--- src/rtl/cc_pkg.sv ---
package cc_pkg;
  typedef enum logic [1:0] {
    ST_IDLE  = 2'd0,
    ST_ADDR  = 2'd1,
    ST_BURST = 2'd2
  } cc_state_e;

  // internal cacheability vote: every veto must be clear
  function automatic logic fill_vote(input logic cache_off, input logic locked,
                                     input logic walk, input logic page_nc);
    return !(cache_off || locked || walk || page_nc);
  endfunction

  // final decision at the first beat
  function automatic logic line_decide(input logic vote, input logic ken);
    return vote && ken;
  endfunction
endpackage

--- src/rtl/cc_mode_snap.sv ---
module cc_mode_snap (
  input  logic clk,
  input  logic rst_n,
  input  logic load,
  input  logic cache_off_in,
  input  logic no_wt_in,
  output logic cache_off_q,
  output logic no_wt_q
);
  always_ff @(posedge clk or negedge rst_n) begin
    if (!rst_n) begin
      cache_off_q <= 1'b0;
      no_wt_q     <= 1'b0;
    end else if (load) begin
      cache_off_q <= cache_off_in;
      no_wt_q     <= no_wt_in;
    end
  end
endmodule

--- src/rtl/cc_vote.sv ---
module cc_vote
  import cc_pkg::*;
(
  input  logic clk,
  input  logic rst_n,
  input  logic load,
  input  logic cache_off,
  input  logic locked,
  input  logic walk,
  input  logic page_nc,
  output logic vote_now,
  output logic vote_q
);
  assign vote_now = fill_vote(cache_off, locked, walk, page_nc);

  always_ff @(posedge clk or negedge rst_n) begin
    if (!rst_n)    vote_q <= 1'b0;
    else if (load) vote_q <= vote_now;
  end
endmodule

--- src/rtl/cc_burst_fsm.sv ---
module cc_burst_fsm
  import cc_pkg::*;
#(
  parameter int BEATS = 4
) (
  input  logic clk,
  input  logic rst_n,
  input  logic start,
  input  logic vote_q,
  input  logic bus_rdy,
  input  logic bus_ken,
  output logic busy,
  output logic addr_phase,
  output logic first_beat,
  output logic line_fill,
  output logic fill_we,
  output logic xfer_done
);
  localparam int CW = (BEATS > 2) ? $clog2(BEATS) : 1;
  localparam logic [CW-1:0] LAST = CW'(BEATS - 1);

  cc_state_e      state_q, state_d;
  logic [CW-1:0]  cnt_q, cnt_d;
  logic           line_q, line_d;
  logic           take_line;
  logic           last_beat;

  assign addr_phase = (state_q == ST_ADDR);
  assign first_beat = addr_phase && bus_rdy;
  assign take_line  = line_decide(vote_q, bus_ken);
  assign last_beat  = (state_q == ST_BURST) && bus_rdy && (cnt_q == LAST);

  always_comb begin
    state_d = state_q;
    cnt_d   = cnt_q;
    line_d  = line_q;
    case (state_q)
      ST_IDLE: begin
        if (start) begin
          state_d = ST_ADDR;
          cnt_d   = '0;
          line_d  = 1'b0;
        end
      end
      ST_ADDR: begin
        if (bus_rdy) begin
          if (take_line) begin
            state_d = ST_BURST;
            cnt_d   = CW'(1);
            line_d  = 1'b1;
          end else begin
            state_d = ST_IDLE;
          end
        end
      end
      ST_BURST: begin
        if (bus_rdy) begin
          if (cnt_q == LAST) begin
            state_d = ST_IDLE;
            line_d  = 1'b0;
            cnt_d   = '0;
          end else begin
            cnt_d = cnt_q + CW'(1);
          end
        end
      end
      default: begin
        state_d = ST_IDLE;
        line_d  = 1'b0;
        cnt_d   = '0;
      end
    endcase
  end

  always_ff @(posedge clk or negedge rst_n) begin
    if (!rst_n) begin
      state_q <= ST_IDLE;
      cnt_q   <= '0;
      line_q  <= 1'b0;
    end else begin
      state_q <= state_d;
      cnt_q   <= cnt_d;
      line_q  <= line_d;
    end
  end

  assign busy      = (state_q != ST_IDLE);
  assign line_fill = line_q;
  assign fill_we   = (first_beat && take_line) || ((state_q == ST_BURST) && bus_rdy);
  assign xfer_done = (first_beat && !take_line) || last_beat;
endmodule

--- src/rtl/cache_fill_gate.sv ---
module cache_fill_gate
  import cc_pkg::*;
#(
  parameter int BEATS = 4
) (
  input  logic clk,
  input  logic rst_n,
  input  logic cfg_cache_off,
  input  logic cfg_no_wt,
  input  logic acc_valid,
  input  logic acc_miss,
  input  logic acc_locked,
  input  logic acc_walk,
  input  logic acc_page_nc,
  input  logic bus_rdy,
  input  logic bus_ken,
  output logic lookup_en,
  output logic busy,
  output logic bus_cache_req,
  output logic line_fill,
  output logic fill_we,
  output logic xfer_done,
  output logic mode_cache_off,
  output logic mode_no_wt
);
  logic accept;
  logic start_miss;
  logic vote_now;
  logic vote_q;
  logic addr_phase;
  logic first_beat;
  logic busy_w;

  // blocking cache: a new lookup waits for the previous bus cycle
  assign accept     = acc_valid && !busy_w;
  assign start_miss = accept && acc_miss;
  assign lookup_en  = accept;

  cc_mode_snap u_snap (
    .clk          (clk),
    .rst_n        (rst_n),
    .load         (accept),
    .cache_off_in (cfg_cache_off),
    .no_wt_in     (cfg_no_wt),
    .cache_off_q  (mode_cache_off),
    .no_wt_q      (mode_no_wt)
  );

  cc_vote u_vote (
    .clk       (clk),
    .rst_n     (rst_n),
    .load      (start_miss),
    .cache_off (cfg_cache_off),
    .locked    (acc_locked),
    .walk      (acc_walk),
    .page_nc   (acc_page_nc),
    .vote_now  (vote_now),
    .vote_q    (vote_q)
  );

  cc_burst_fsm #(.BEATS(BEATS)) u_fsm (
    .clk        (clk),
    .rst_n      (rst_n),
    .start      (start_miss),
    .vote_q     (vote_q),
    .bus_rdy    (bus_rdy),
    .bus_ken    (bus_ken),
    .busy       (busy_w),
    .addr_phase (addr_phase),
    .first_beat (first_beat),
    .line_fill  (line_fill),
    .fill_we    (fill_we),
    .xfer_done  (xfer_done)
  );

  assign busy          = busy_w;
  assign bus_cache_req = addr_phase && vote_q;
endmodule

--- config.mk ---
export PLATFORM = sky130hd
export DESIGN_NAME = cache_fill_gate
export DESIGN_NICKNAME = d
export VERILOG_FILES = /design/src/rtl/cc_pkg.sv /design/src/rtl/cc_mode_snap.sv /design/src/rtl/cc_vote.sv /design/src/rtl/cc_burst_fsm.sv /design/src/rtl/cache_fill_gate.sv
export SDC_FILE = /design/constraint.sdc
export NUM_CORES = 1
export LEC_CHECK = 0
export ABC_AREA = 1
export CORE_MARGIN = 3
export CORE_UTILIZATION = 35
export CTS_CLUSTER_DIAMETER = 40
export CTS_CLUSTER_SIZE = 10
export DETAILED_ROUTE_END_ITERATION = 7
export PLACE_DENSITY = 0.69
export SLEW_MARGIN = 20
export SYNTH_ARGS = -nofsm -noshare
export SYNTH_HDL_FRONTEND = slang
export SYNTH_SLANG_ARGS = --single-unit
export TNS_END_PERCENT = 20
--- constraint.sdc ---
create_clock -name clk -period 3.5 [get_ports clk]
set_input_delay 0.875 -clock clk [delete_from_list [all_inputs] [get_ports clk]]
set_output_delay 0.875 -clock clk [all_outputs]
set_load 0.01 [all_outputs]
==> metrics.md, run 1 <==
| Metric | Value |
|---|---|
| Vias | 465 |
| Starting Density | 38.2% |
| Commonest cells post-synth | nand2_1 (24), dfrtp_1 (8), inv_1 (8), ha_1 (5), nor2_1 (4) |
| Core area | 0.00133 mm² |
| RePlAce Congestion | 0.716 |
| Setup_tns | 0 ps |
| DRT Pass-1 Iters | 4 |
| # rows | 13 |
| Max Slew Vio Count | 0 |
| Final Hold Viols | 0 |
| Minimum clock period | 3140 ps |
| Max FO, Critical Path | 3 |
| Prevailing post-synth register cell | dfrtp_1 |
| Post-synthesis cell area | 509 µm² |
| Clock Skew | 0.374 ps |
| Worst path required time | 2620 ps |
| Cell taking the most area after synthesis | dfrtp_1 |
| Syn. warnings | 0 |
| Crit share post-route | 89.7% |
| Synth top area cells | dfrtp_1 (39%), nand2_1 (18%), ha_1 (12%) |
| Fin util | 54.8% |
| Initial DRC count | 8 |
| Cells after synthesis | 65 |
| CTS root buffer | clkbuf_4 |
| Pleak | 0.361 nW |
| I/O Buffers | 18 |
| Largest net degree at the start of global routing | 9 |
| Peak supply drop | 0.000262 V |
| IO Count | 19 |
| Clock Path Buffers | 2 |
| Worst Path Arrival | 2260 ps |
| Post-Place Worst Slack | 363 ps |
| Number of antenna violations at the first check in global routing | 0 |
| Slew margin rel. | 77.3% |
| Die Width | 44.1 µm |
| Avg Cell Area, Syn | 7.83 µm² |
| Worst R2R Start | u_fsm.state_q[0] |
| WHS | 474 ps |
| RSZ-0062 raised after global routing | false |
| CTS H-Tree Depth | 1 |
| Total Wirelength | 970 µm |
| Layout Nets | 104 |
| Most used standard cell by instance count after synthesis | nand2_1 |
| Syn Nets | 81 |
| Post-CTS sizing | 0 |
| WL/cell | 9.60 µm |
| Clock Latency Late Sink | 250 ps |
| Fin area | 731 µm² |
| CTS Buf Count | 3 |
| Total GRT Usage | 12.0% |
| R2R cell count | 7 |
| # DRC | 0 |
| Worst-margin pin slew | 340 ps |
| Vias per cell | 4.60 |
| CP startpoint kind | primary input |
| DIE AREA | 0.00195 mm² |
| Final setup violation count | 0 |
| Async SR Flop Fraction | 100% |
| Critical Path End Type | primary output |
| Hold Startpoint | u_fsm.line_fill |
| Die height | 44.1 µm |
| Post-DRT Antenna Nets | 0 |
| Area Growth Syn to Fin | 43.5% |
| First-pass GRT wire length | 1730 µm |
| Worst hold path type | reg2reg |
| CP Class | in2out |
| Power per cell area | 603 mW/mm² |
| Dpl hpwl | 834 µm |
| Worst-path clk slew | 50 ps |
| Seq cells post-synth | 8 |
| Hold path endpoint | u_fsm.line_fill |
| GRT overflow | 0 |
| Share of layout cells above drive strength 1 | 10.5% |
| Max_cap viols | 0 |
| Setup Fix Bufs, Post-CTS | 0 |
| Diodes inserted | 0 |
| RR Endpoint | u_fsm.cnt_q[0] |
| Number of global-route vias before repair | 472 |
| Synth top area share | 39.3% |
| Post-synthesis sequential area ratio | 39.3% |
| Outcome | completed |
| Setup WS post-layout | 361 ps |
| EDFF count, synth | 0 |
| # hold bufs at CTS | 0 |
| Reg-to-reg setup timing slack | 2150 ps |
| Hold path depth | 2 |
| CTS tree | done |
| Clock sink count | 8 |
| Placed cell area | 708 µm² |
| Max Fclk | 319 MHz |
| Synth cell types | 14 |
[metrics by stage]
stage / cells / power [mW]
3_3_place_gp: 98 / 0.377
6_report: 101 / 0.440
2_1_floorplan: 65 / 0.284
5_1_grt: 101 / 0.481
4_1_cts: 101 / 0.448
3_5_place_dp: 98 / 0.377
[state kept, by name (all words and copies together) (netlist names)]
register,count
u_fsm.cnt_q,2
u_fsm.line_fill,1
u_fsm.state_q,2
u_snap.cache_off_q,1
u_snap.no_wt_q,1
u_vote.vote_q,1
[layout make-up]
| type | count | area (µm²) |
|---|---|---|
| inverter | 9 | 33.8 |
| sequential | 8 | 200 |
| multi-input combinational | 48 | 275 |
| fill | 143 | 603 |
| tap | 15 | 18.8 |
| timing repair buffer | 18 | 180 |
| clock buffer | 3 | 22.5 |
[how the worst max path moves through the flow]
stage                        from      end  slack [ps]  cells past startpoint
after floorplan           bus_rdy  fill_we        1330                      2
after global placement    bus_rdy  fill_we         390                      4
after detailed placement  bus_rdy  fill_we         360                      4
after CTS                 bus_rdy  fill_we         360                      4
after global routing      bus_rdy  fill_we         290                      4
final                     bus_rdy  fill_we         360                      4
[layer usage]
| layer | GRT usage, % | up-vias | wire length [µm] | share of wire [%] |
|---|---|---|---|---|
| li1 | - | 249 | - | - |
| met1 | 14.1 | 192 | 419 | 43 |
| met2 | 19.2 | 22 | 441 | 45 |
| met3 | 2.03 | 2 | 99 | 10 |
| met4 | 9.04 | 0 | 10 | 1.0 |
| met5 | 0 | - | 0 | 0 |
[cell usage in the layout (no fill, tap or decap)]
cell type and count:
inv_1 8, nor2_1 4, inv_2 1, ha_1 5, o21ai_1 3, nand4_1 2, o21ai_0 2, o31ai_1 1
nand3_2 3, nand3_1 2, nand2_2 1, o21ai_4 1, dfrtp_1 8, clkbuf_4 3, clkdlybuf4s50_1 18, nand2_1 24
[logic make-up after synthesis]
logic type,synth area share (%)
compound gates,9.58
fa+ha+maj,12.3
buf+inv,6.63
flops,39.3
simple gates,32.2
[critical path, cell delays in order]
cell,delay (ps)
clkdlybuf4s50_1,500
inv_1,90
o31ai_1,230
clkdlybuf4s50_1,570
[report_power, final]
| part | internal [mW] | switching [mW] |
|---|---|---|
| registers | 0.120 | 0.0167 |
| logic | 0.111 | 0.126 |
| clock network | 0.0390 | 0.0281 |
| total | 0.270 | 0.171 |
No activity file was read; power rests on OpenSTA's default activity.
==> inputs of run 2 (changes only) <==
--- a/config.mk
+++ b/config.mk
@@ -6,7 +6,6 @@
 export NUM_CORES = 1
 export LEC_CHECK = 0
 export ABC_AREA = 1
-export CORE_MARGIN = 3
 export CORE_UTILIZATION = 35
 export CTS_CLUSTER_DIAMETER = 40
 export CTS_CLUSTER_SIZE = 10
==> run 2 against run 1 <==
Sequential power is essentially flat; hold slack gained 5.5 ps; sequential share of layout area is the same; non-clock buffer count is the same; design area is the same; clock power shrank 1%; largest power group unchanged.
==> metrics.md, run 2 (synthesis gave the netlist of run 1 again) <==
| Metric | Value |
|---|---|
| Max Fclk | 317 MHz |
| Power per cell area | 607 mW/mm² |
| DIE AREA | 0.00161 mm² |
| Fin cells | 101 |
| # rows | 13 |
| WP buf/inv | 3 |
| Crit share post-route | 90.1% |
| Starting Density | 38.2% |
| Largest net degree at the start of global routing | 9 |
| Grt met3 use | 3.33% |
| Worst hold path type | reg2reg |
| Vias | 479 |
| Vias per cell | 4.74 |
| Reg-to-reg setup timing slack | 2120 ps |
| Die height | 40.1 µm |
| Peak supply drop | 0.000362 V |
| Dpl hpwl | 793 µm |
| Clock Latency Late Sink | 240 ps |
| Max_cap viols | 0 |
| Area Growth Syn to Fin | 43.5% |
| Critical Path End Type | primary output |
| Multi-input logic area | 275 µm² |
| Die Width | 40.1 µm |
| CP startpoint kind | primary input |
| CTS root buffer | clkbuf_4 |
| Worst-margin pin slew | 359 ps |
| Minimum clock period | 3150 ps |
| GR Util met2 | 24.2% |
| Crit-path leading delay family | buffers and inverters |
| Max Slew Vio Count | 0 |
| Reg area | 200 µm² |
| Fin util | 54.8% |
| Clock Path Buffers | 2 |
| First-pass GRT wire length | 1570 µm |
| DRT Pass-1 Iters | 4 |
| Largest regs | u_fsm.cnt_q x2, u_fsm.state_q x2 |
| Placed cell count | 98 |
| Number of antenna violations at the first check in global routing | 0 |
| Share of layout cells above drive strength 1 | 10.5% |
| Worst path required time | 2620 ps |
| IO Count | 19 |
| CP max-delay cell | clkdlybuf4s50_1 |
| WHS | 480 ps |
| M1 GR Usage | 17.9% |
| # DRC | 0 |
| Worst-path clk slew | 50 ps |
| Fillers | 139 |
| Post-DRT Antenna Nets | 0 |
| # hold bufs at CTS | 0 |
| Pleak | 0.361 nW |
| Layout Nets | 104 |
| Most common cell after layout, fill and taps aside | nand2_1 |
| Slowest stage delay, CP | 570 ps |
| Outcome | completed |
| CTS tree | done |
| CTS H-Tree Depth | 1 |
| Highest-count cells in the layout ignoring fill and taps | nand2_1 (24), clkdlybuf4s50_1 (18), inv_1 (8), dfrtp_1 (8), ha_1 (5) |
| Total Wirelength | 987 µm |
| Number of global-route vias before repair | 420 |
| CP Class | in2out |
| CTS Buf Count | 3 |
| Clock sink count | 8 |
| Final setup violation count | 0 |
| Initial DRC count | 12 |
| RSZ-0062 raised after global routing | false |
| Final Power | 0.444 mW |
| I/O Buffers | 18 |
| Worst path most repeated cell | clkdlybuf4s50_1 |
| Total GRT Usage | 14.8% |
| Max FO, Critical Path | 3 |
| Post-CTS sizing | 0 |
| Setup Fix Bufs, Post-CTS | 0 |
| Clock Skew | 1.66 ps |
| Slew margin rel. | 76.0% |
| GRT overflow | 0 |
| Final Hold Viols | 0 |
| Worst Path Arrival | 2280 ps |
| RePlAce Congestion | 0.684 |
| Setup_tns | 0 ps |
| Core area | 0.00133 mm² |
| Diodes inserted | 0 |
| WL/cell | 9.77 µm |
| Busiest grt layer | met2 |
| Worst-path cell chain | clkdlybuf4s50_1 -> inv_1 -> o31ai_1 -> clkdlybuf4s50_1 |
==> run 2: cell counts in the layout (fill, tap and decap cells not counted) <==
Identical to the previous run, type by type.
==> run 2: final timing paths <==
path,start,endpoint,depth (start not counted)
setup reg to reg,u_fsm.state_q[0],u_fsm.cnt_q[0],7
setup / recovery,bus_rdy,fill_we,4
hold reg to reg,u_fsm.line_fill,u_fsm.line_fill,2
hold / removal,u_fsm.line_fill,u_fsm.line_fill,2
min in group asynchronous,rst_n,u_fsm.state_q[0],1
max in group asynchronous,rst_n,u_snap.cache_off_q,1
==> run 2: cell type report <==
| cell class | count | area share, % |
|---|---|---|
| multi-input cells | 48 | 37.7 |
| inverters | 9 | 4.62 |
| repair buffers | 18 | 24.7 |
| flip-flops and latches | 8 | 27.4 |
| clock buffers | 3 | 3.08 |
| well taps | 15 | 2.57 |
==> run 2: through the flow <==
stage,cell area (µm²),worst slack [ps]
floorplan,509,1330
global placement,708,394
detailed placement,708,355
CTS,731,353
global route,731,312
finish,731,346
==> run 2: routing by layer <==
metal	part of all wire [%]	wire length, µm
met5	0	0
met4	0	0
met3	6.7	66
met2	47	460
met1	47	460
==> run 2: power by group <==
group	switching [mW]	internal (mW)
combinational	0.129	0.111
clock	0.0272	0.0390
sequential	0.0177	0.120
total	0.174	0.270
==> run 2: worst register-to-register path, cell delays in order (launching register included) <==
cell and delay [ps]:
dfrtp_1 390, inv_1 110, ha_1 260, nand3_2 130
nand2_2 120, nand3_2 110, nand2_1 80, o21ai_1 60
